--- config.mk ---
export PLATFORM = sky130hd
export DESIGN_NAME = echo_ctrl_i2c_slave
export DESIGN_NICKNAME = d
export VERILOG_FILES = /design/src/rtl/echo_ctrl_pkg.sv /design/src/rtl/i2c_line_sync.sv /design/src/rtl/i2c_rx_fsm.sv /design/src/rtl/echo_ctrl_regfile.sv /design/src/rtl/echo_ctrl_i2c_slave.sv
export SDC_FILE = /design/constraint.sdc
export NUM_CORES = 1
export LEC_CHECK = 0
export BUFFER_PORTS_ARGS = -buffer_cell sky130_fd_sc_hd__buf_2
export CORE_MARGIN = 3
export CORE_UTILIZATION = 55
export DETAILED_ROUTE_END_ITERATION = 10
export HOLD_SLACK_MARGIN = 0.15
export PLACE_DENSITY = 0.81
export SKIP_CTS_REPAIR_TIMING = 1
export SKIP_LAST_GASP = 1
export SYNTH_ARGS = -nofsm -noshare
export SYNTH_HDL_FRONTEND = slang
export SYNTH_SLANG_ARGS = --single-unit
--- constraint.sdc ---
create_clock -name clk -period 2.2 [get_ports clk]
set_input_delay 0 -clock clk [delete_from_list [all_inputs] [get_ports clk]]
set_output_delay 0 -clock clk [all_outputs]
set_load 0.05 [all_outputs]
--- src/rtl/echo_ctrl_pkg.sv ---
package echo_ctrl_pkg;

    localparam int unsigned REG_W    = 8;
    localparam int unsigned NUM_REGS = 4;
    localparam int unsigned IDX_W    = $clog2(NUM_REGS);
    localparam int unsigned CNT_W    = $clog2(REG_W);

    localparam logic [6:0] DEF_DEV_ADDR = 7'b0011100;

    typedef enum logic [2:0] {
        ST_IDLE,
        ST_ADDR,
        ST_ADDR_ACK,
        ST_SUB,
        ST_SUB_ACK,
        ST_DATA,
        ST_DATA_ACK,
        ST_IGNORE
    } rx_state_e;

endpackage

--- src/rtl/i2c_line_sync.sv ---
module i2c_line_sync #(
    parameter int unsigned SYNC_STAGES = 2
) (
    input  logic clk,
    input  logic rst_n,
    input  logic scl_i,
    input  logic sda_i,
    output logic sda_bit,
    output logic scl_rise,
    output logic scl_fall,
    output logic start_det,
    output logic stop_det
);

    // Synchronizer chains plus one extra stage that holds the previous level.
    logic [SYNC_STAGES:0] scl_pipe;
    logic [SYNC_STAGES:0] sda_pipe;
    logic scl_now, scl_prev, sda_now, sda_prev;

    always_ff @(posedge clk or negedge rst_n) begin
        if (!rst_n) begin
            scl_pipe <= '1;
            sda_pipe <= '1;
        end else begin
            scl_pipe <= {scl_pipe[SYNC_STAGES-1:0], scl_i};
            sda_pipe <= {sda_pipe[SYNC_STAGES-1:0], sda_i};
        end
    end

    assign scl_now  = scl_pipe[SYNC_STAGES-1];
    assign scl_prev = scl_pipe[SYNC_STAGES];
    assign sda_now  = sda_pipe[SYNC_STAGES-1];
    assign sda_prev = sda_pipe[SYNC_STAGES];

    assign sda_bit   = sda_now;
    assign scl_rise  = scl_now & ~scl_prev;
    assign scl_fall  = ~scl_now & scl_prev;
    assign start_det = scl_now & scl_prev & sda_prev & ~sda_now;
    assign stop_det  = scl_now & scl_prev & ~sda_prev & sda_now;

endmodule

--- src/rtl/i2c_rx_fsm.sv ---
module i2c_rx_fsm
    import echo_ctrl_pkg::*;
#(
    parameter logic [6:0] DEV_ADDR = DEF_DEV_ADDR
) (
    input  logic             clk,
    input  logic             rst_n,
    input  logic             sda_bit,
    input  logic             scl_rise,
    input  logic             scl_fall,
    input  logic             start_det,
    input  logic             stop_det,
    output logic             sda_pull,
    output logic             wr_en,
    output logic [IDX_W-1:0] wr_idx,
    output logic [REG_W-1:0] wr_data
);

    rx_state_e        state, state_d;
    logic [CNT_W-1:0] bit_cnt;
    logic [REG_W-1:0] shreg;
    logic             byte_full;
    logic [IDX_W-1:0] sub_idx;
    logic             addr_ok, sub_ok, rx_phase, byte_end;

    assign addr_ok  = (shreg == {DEV_ADDR, 1'b0});
    assign sub_ok   = (shreg != '0) && (int'(shreg) <= int'(NUM_REGS));
    assign rx_phase = (state == ST_ADDR) || (state == ST_SUB) || (state == ST_DATA);
    assign byte_end = byte_full && scl_fall;

    // Next-state logic
    always_comb begin
        state_d = state;
        if (stop_det) begin
            state_d = ST_IDLE;
        end else if (start_det) begin
            state_d = ST_ADDR;
        end else begin
            unique case (state)
                ST_IDLE:     state_d = ST_IDLE;
                ST_ADDR:     if (byte_end) state_d = addr_ok ? ST_ADDR_ACK : ST_IGNORE;
                ST_ADDR_ACK: if (scl_fall) state_d = ST_SUB;
                ST_SUB:      if (byte_end) state_d = sub_ok ? ST_SUB_ACK : ST_IGNORE;
                ST_SUB_ACK:  if (scl_fall) state_d = ST_DATA;
                ST_DATA:     if (byte_end) state_d = ST_DATA_ACK;
                ST_DATA_ACK: if (scl_fall) state_d = ST_DATA;
                ST_IGNORE:   state_d = ST_IGNORE;
                default:     state_d = ST_IDLE;
            endcase
        end
    end

    // State register
    always_ff @(posedge clk or negedge rst_n) begin
        if (!rst_n) state <= ST_IDLE;
        else        state <= state_d;
    end

    // Byte assembly and index capture
    always_ff @(posedge clk or negedge rst_n) begin
        if (!rst_n) begin
            bit_cnt   <= '0;
            shreg     <= '0;
            byte_full <= 1'b0;
            sub_idx   <= '0;
        end else if (start_det || stop_det) begin
            bit_cnt   <= '0;
            byte_full <= 1'b0;
        end else begin
            if (scl_rise && rx_phase) begin
                shreg   <= {shreg[REG_W-2:0], sda_bit};
                bit_cnt <= bit_cnt + 1'b1;
                if (bit_cnt == CNT_W'(REG_W - 1)) byte_full <= 1'b1;
            end
            if (byte_end) byte_full <= 1'b0;
            if ((state == ST_SUB) && byte_end && sub_ok)
                sub_idx <= IDX_W'(shreg - 8'd1);
        end
    end

    // Outputs
    always_comb begin
        sda_pull = (state == ST_ADDR_ACK) || (state == ST_SUB_ACK) || (state == ST_DATA_ACK);
        wr_en    = (state == ST_DATA) && byte_end && !start_det && !stop_det;
        wr_idx   = sub_idx;
        wr_data  = shreg;
    end

    // acknowledge pull-down begins only right after an SCL falling edge
    p_ack_after_fall_r3: assert property (@(posedge clk) disable iff (!rst_n)
        $rose(sda_pull) |-> $past(scl_fall));

    // a START is never followed by a register write in the next cycle
    p_start_blocks_write_r9: assert property (@(posedge clk) disable iff (!rst_n)
        start_det |=> !wr_en);

    // a rejected transfer leaves ST_IGNORE only through START or STOP
    p_ignore_exit_r2: assert property (@(posedge clk) disable iff (!rst_n)
        (state == ST_IGNORE) |=> (state == ST_IGNORE || state == ST_IDLE || state == ST_ADDR));

endmodule

--- src/rtl/echo_ctrl_regfile.sv ---
module echo_ctrl_regfile
    import echo_ctrl_pkg::*;
(
    input  logic             clk,
    input  logic             rst_n,
    input  logic             wr_en,
    input  logic [IDX_W-1:0] wr_idx,
    input  logic [REG_W-1:0] wr_data,
    output logic [2:0]       line_sel,
    output logic             key_en,
    output logic [2:0]       mic1_gain,
    output logic [2:0]       mic2_gain,
    output logic [3:0]       test_ctl,
    output logic [2:0]       delay_code,
    output logic [2:0]       echo_gain,
    output logic [2:0]       fb_gain
);

    logic [REG_W-1:0]          ctl_reg [NUM_REGS];
    logic [NUM_REGS*REG_W-1:0] ctl_flat;

    for (genvar i = 0; i < int'(NUM_REGS); i++) begin : g_reg
        always_ff @(posedge clk or negedge rst_n) begin
            if (!rst_n)                             ctl_reg[i] <= '0;
            else if (wr_en && wr_idx == IDX_W'(i))  ctl_reg[i] <= wr_data;
        end
        assign ctl_flat[i*REG_W +: REG_W] = ctl_reg[i];
    end

    // Field decode
    assign line_sel   = ctl_reg[0][7:5];
    assign key_en     = ctl_reg[0][4];
    assign mic1_gain  = ctl_reg[0][2:0];
    assign mic2_gain  = ctl_reg[1][6:4];
    assign test_ctl   = '0;
    assign delay_code = ctl_reg[2][6:4];
    assign echo_gain  = ctl_reg[2][2:0];
    assign fb_gain    = ctl_reg[3][6:4];

    logic unused_bits;
    assign unused_bits = ^{ctl_reg[0][3], ctl_reg[1][7], ctl_reg[1][3:0],
                           ctl_reg[2][7], ctl_reg[2][3], ctl_reg[3][7], ctl_reg[3][3:0]};

    // register contents move only on a write strobe
    p_hold_without_write_r10: assert property (@(posedge clk) disable iff (!rst_n)
        !wr_en |=> $stable(ctl_flat));

endmodule

--- src/rtl/echo_ctrl_i2c_slave.sv ---
module echo_ctrl_i2c_slave
    import echo_ctrl_pkg::*;
#(
    parameter int unsigned SYNC_STAGES = 2,
    parameter logic [6:0]  DEV_ADDR    = DEF_DEV_ADDR
) (
    input  logic       clk,
    input  logic       rst_n,
    input  logic       scl_i,
    input  logic       sda_i,
    output logic       sda_pull_o,
    output logic [2:0] line_sel,
    output logic       key_en,
    output logic [2:0] mic1_gain,
    output logic [2:0] mic2_gain,
    output logic [3:0] test_ctl,
    output logic [2:0] delay_code,
    output logic [2:0] echo_gain,
    output logic [2:0] fb_gain
);

    logic             sda_bit, scl_rise, scl_fall, start_det, stop_det;
    logic             wr_en;
    logic [IDX_W-1:0] wr_idx;
    logic [REG_W-1:0] wr_data;

    i2c_line_sync #(.SYNC_STAGES(SYNC_STAGES)) u_sync (
        .clk       (clk),
        .rst_n     (rst_n),
        .scl_i     (scl_i),
        .sda_i     (sda_i),
        .sda_bit   (sda_bit),
        .scl_rise  (scl_rise),
        .scl_fall  (scl_fall),
        .start_det (start_det),
        .stop_det  (stop_det)
    );

    i2c_rx_fsm #(.DEV_ADDR(DEV_ADDR)) u_fsm (
        .clk       (clk),
        .rst_n     (rst_n),
        .sda_bit   (sda_bit),
        .scl_rise  (scl_rise),
        .scl_fall  (scl_fall),
        .start_det (start_det),
        .stop_det  (stop_det),
        .sda_pull  (sda_pull_o),
        .wr_en     (wr_en),
        .wr_idx    (wr_idx),
        .wr_data   (wr_data)
    );

    echo_ctrl_regfile u_regs (
        .clk        (clk),
        .rst_n      (rst_n),
        .wr_en      (wr_en),
        .wr_idx     (wr_idx),
        .wr_data    (wr_data),
        .line_sel   (line_sel),
        .key_en     (key_en),
        .mic1_gain  (mic1_gain),
        .mic2_gain  (mic2_gain),
        .test_ctl   (test_ctl),
        .delay_code (delay_code),
        .echo_gain  (echo_gain),
        .fb_gain    (fb_gain)
    );

endmodule

==> results.tsv <==
stage	metric	value	unit
status	run_status	finished, final reports clean	
power	power_density	1019	nW/um^2
cells_and_area	final_net_count	186	
synthesis	synth_area_leader_cell	dfrtp_1	
placed_design	dp_hpwl	2492	um
clock_network	cts_max_level	2	
detailed_routing	viasPerCell	5.516	
die	die_area	4036	sq um
setup_path	worst_path_max_delay_cell	dfstp_2	
placed_design	port_buffers	23	
synthesis	synthCells	151	
setup_path	critPathMaxStageDelay	0.58	ns
timing	finClkSkew	0.009418	ns
clock_network	numCtsBuffers	5	
placed_design	post_dp_cell_area	1953	sq um
synthesis	seq_area_frac_synth	0.5814	
detailed_routing	wirelength	3430	um
global_routing	grt_pass1_vias	1247	
detailed_routing	drcViolationCount	0	
setup_path	endpoint_kind	flip-flop	
setup_path	crit_arrival	2.13	ns
clock_network	cts_sinks	42	
cells_and_area	fill_cells	238	
die	dieHeight	63.53	um
timing	final.min_clock_period	1.894	ns
timing	fin_setup_tns	0	ns
synthesis	yosys_warnings	0	
cells_and_area	syn_to_final_growth	13.40	%
run	max_cap_violations	0	
cells_and_area	fin_cells	223	
power	power.leakage	1.062	nW
setup_path	setup.worst_path.class	flip-flop to flip-flop	
timing	relSlewSlack	0.3997	
timing	rsz0062_at_grt	false	
placed_design	dpl.cell_count	213	
synthesis	synth_area_leaders	dfrtp_1 (49%), mux2_2 (12%), dfstp_2 (8.7%), nand2_1 (3.9%), buf_4 (2.5%)	
synthesis	ys_seq_elements	42	
setup_path	rrSetupSlack	0.31	ns
min_path	hold_class	primary input to flip-flop	
timing	worstMarginPinSlew	0.9005	ns
global_routing	gr-total-overflow	0	
synthesis	synth.top_cell.area_share	0.4948	
clock_network	clk_path_buf_depth	2	
timing	hold_violations	0	
detailed_routing	first_iter_violations	55	
placed_design	routabilityCongestion	0.8709	
die	start_util	0.5867	
synthesis	synth.most_common_cell	dfrtp_1	
synthesis	syn_area	1820	sq um
cells_and_area	postLayoutCellArea	2064	sq um
cells_and_area	drive_above_1_share	0.3408	
setup_path	crit_fanout	7	
clock_network	clk_latency	0.35	ns
global_routing	grt_max_degree	43	
clock_network	clockRootBuffer	clkbuf_4	
timing	whs	0.2929	ns
timing	fin_crit_sh	0.8611	
synthesis	synth-edff-count	0	
setup_path	crit_chain	and3b_1 > nand3_2 > nor3_2 > mux2_2	
clock_network	clk_pin_slew	0.11	ns
setup_path	cp_data_required_time	2.44	ns
global_routing	grt_pass1_wl	5934	um
die	core	3103	sq um
setup_path	cp-start-kind	flip-flop	
global_routing	antenna_found_initial	0	
power	irDropWorstVdd	0.0006041	V
detailed_routing	ant_nets	0	
setup_path	critPathTopFamily	simple AND/OR/NAND/NOR gates	
die	io_pins	28	
cells_and_area	antennaDiodeCount	0	
detailed_routing	vias	1230	
clock_network	cts_tree	yes	
detailed_routing	wl_per_cell	15.38	um
timing	fmax	527.9	MHz
timing	drv_slew	0	
detailed_routing	dr.pass1.iters	4	
power	power	0.002103	W
synthesis	synthDistinctLibCells	37	
synthesis	avgSynthCellArea	12.06	sq um
setup_path	cp_num_buf_inv	0	
die	num_rows	20	
global_routing	grt_usage	0.1924	
die	die_w	63.53	um
synthesis	synth_common_cells	dfrtp_1 (36), mux2_2 (20), nand2_1 (19)	
synthesis	ys.flop_type	dfrtp_1	
timing	finalSetupViolCount	0	
synthesis	postSynth.asyncResetShare	1.000	
-- per-stage QoR --
stage               setup slack [ns]    util
CTS                           0.2992  0.6556
floorplan                     0.5360       -
detailed placement            0.3059  0.6294
finish                        0.3056  0.6653
global route                  0.1495  0.6653
global placement              0.4028  0.6294
-- area by class of cell --
class                           instances  area (sq um)  share of cell area
Sequential cell                        42          1059              0.5127
Tap cell                               44         55.05             0.02667
Clock inverter                          1         30.03             0.01455
Timing Repair Buffer                   27         152.6             0.07394
Clock buffer                            6         51.30             0.02485
Inverter                                8         30.03             0.01455
Multi-Input combinational cell         95         686.9              0.3327
-- cell usage in the layout, fill, tap and decap left out, types with 3 or more instances in the layout --
cell | Yosys | final
o21ai_0 | 5 | 5
mux2_2 | 20 | 20
nor2_1 | 6 | 6
nor3_1 | 3 | 3
buf_2 | 0 | 23
ha_1 | 3 | 3
dfstp_2 | 6 | 6
nand2_1 | 19 | 19
conb_1 | 1 | 4
dfrtp_1 | 36 | 36
dlygate4sd3_1 | 0 | 3
a21oi_1 | 5 | 5
inv_1 | 8 | 8
clkbuf_4 | 0 | 5
-- registers in the layout, summed over array words and instances (netlist names) --
register,cells
u_regs.mic2_gain,3
u_regs.delay_code,3
u_fsm.wr_data,8
u_fsm.wr_idx,2
u_regs.line_sel,3
u_regs.key_en,1
u_sync.sda_pipe,3
u_fsm.state,3
u_regs.echo_gain,3
u_sync.scl_pipe,3
u_fsm.bit_cnt,3
u_regs.fb_gain,3
u_fsm.byte_full,1
u_regs.mic1_gain,3
-- where the power goes --
| part | switching (W) | internal [W] | leakage (nW) |
|---|---|---|---|
| Clock | 0.000234 | 0.000265 | 0.0443 |
| Sequential | 0.000194 | 0.000899 | 0.552 |
| Combinational | 0.000292 | 0.000218 | 0.466 |
| Total | 0.000721 | 0.00138 | 1.06 |
-- metal layers --
metal,up-vias,routed length [um],track usage
met3,6,171,0.04635
met4,0,43,0.07278
met5,-,0,0
met2,30,1747,0.3220
met1,615,1468,0.2405
li1,579,-,-
-- worst paths after layout --
check / from / end / cells past startpoint
setup / recovery: u_sync.scl_pipe[2]$_DFF_PN1_ / u_regs.mic1_gain[1]$_DFFE_PN0P_ / 4
hold / removal: scl_i / u_sync.scl_pipe[0]$_DFF_PN1_ / 2
setup reg to reg: u_sync.scl_pipe[2]$_DFF_PN1_ / u_regs.mic1_gain[1]$_DFFE_PN0P_ / 4
hold reg to reg: u_sync.sda_pipe[0]$_DFF_PN1_ / u_sync.sda_pipe[1]$_DFF_PN1_ / 0
max in group asynchronous: rst_n / u_fsm.wr_data[2]$_DFFE_PN0P_ / 2
min in group asynchronous: rst_n / u_fsm.wr_data[3]$_DFFE_PN0P_ / 2
-- cell families after synthesis --
logic type | count (synthesis) | synth area share
AO/OA/AOI/OAI | 21 | 0.07767
XOR/XNOR | 2 | 0.009624
adder cells (fa/ha/maj) | 3 | 0.02062
buffers and inverters | 17 | 0.04742
flip-flops | 42 | 0.5814
multiplexers | 22 | 0.1347
other | 1 | 0.002060
AND/OR/NAND/NOR | 43 | 0.1265
No activity file was read; power rests on OpenSTA's default activity.
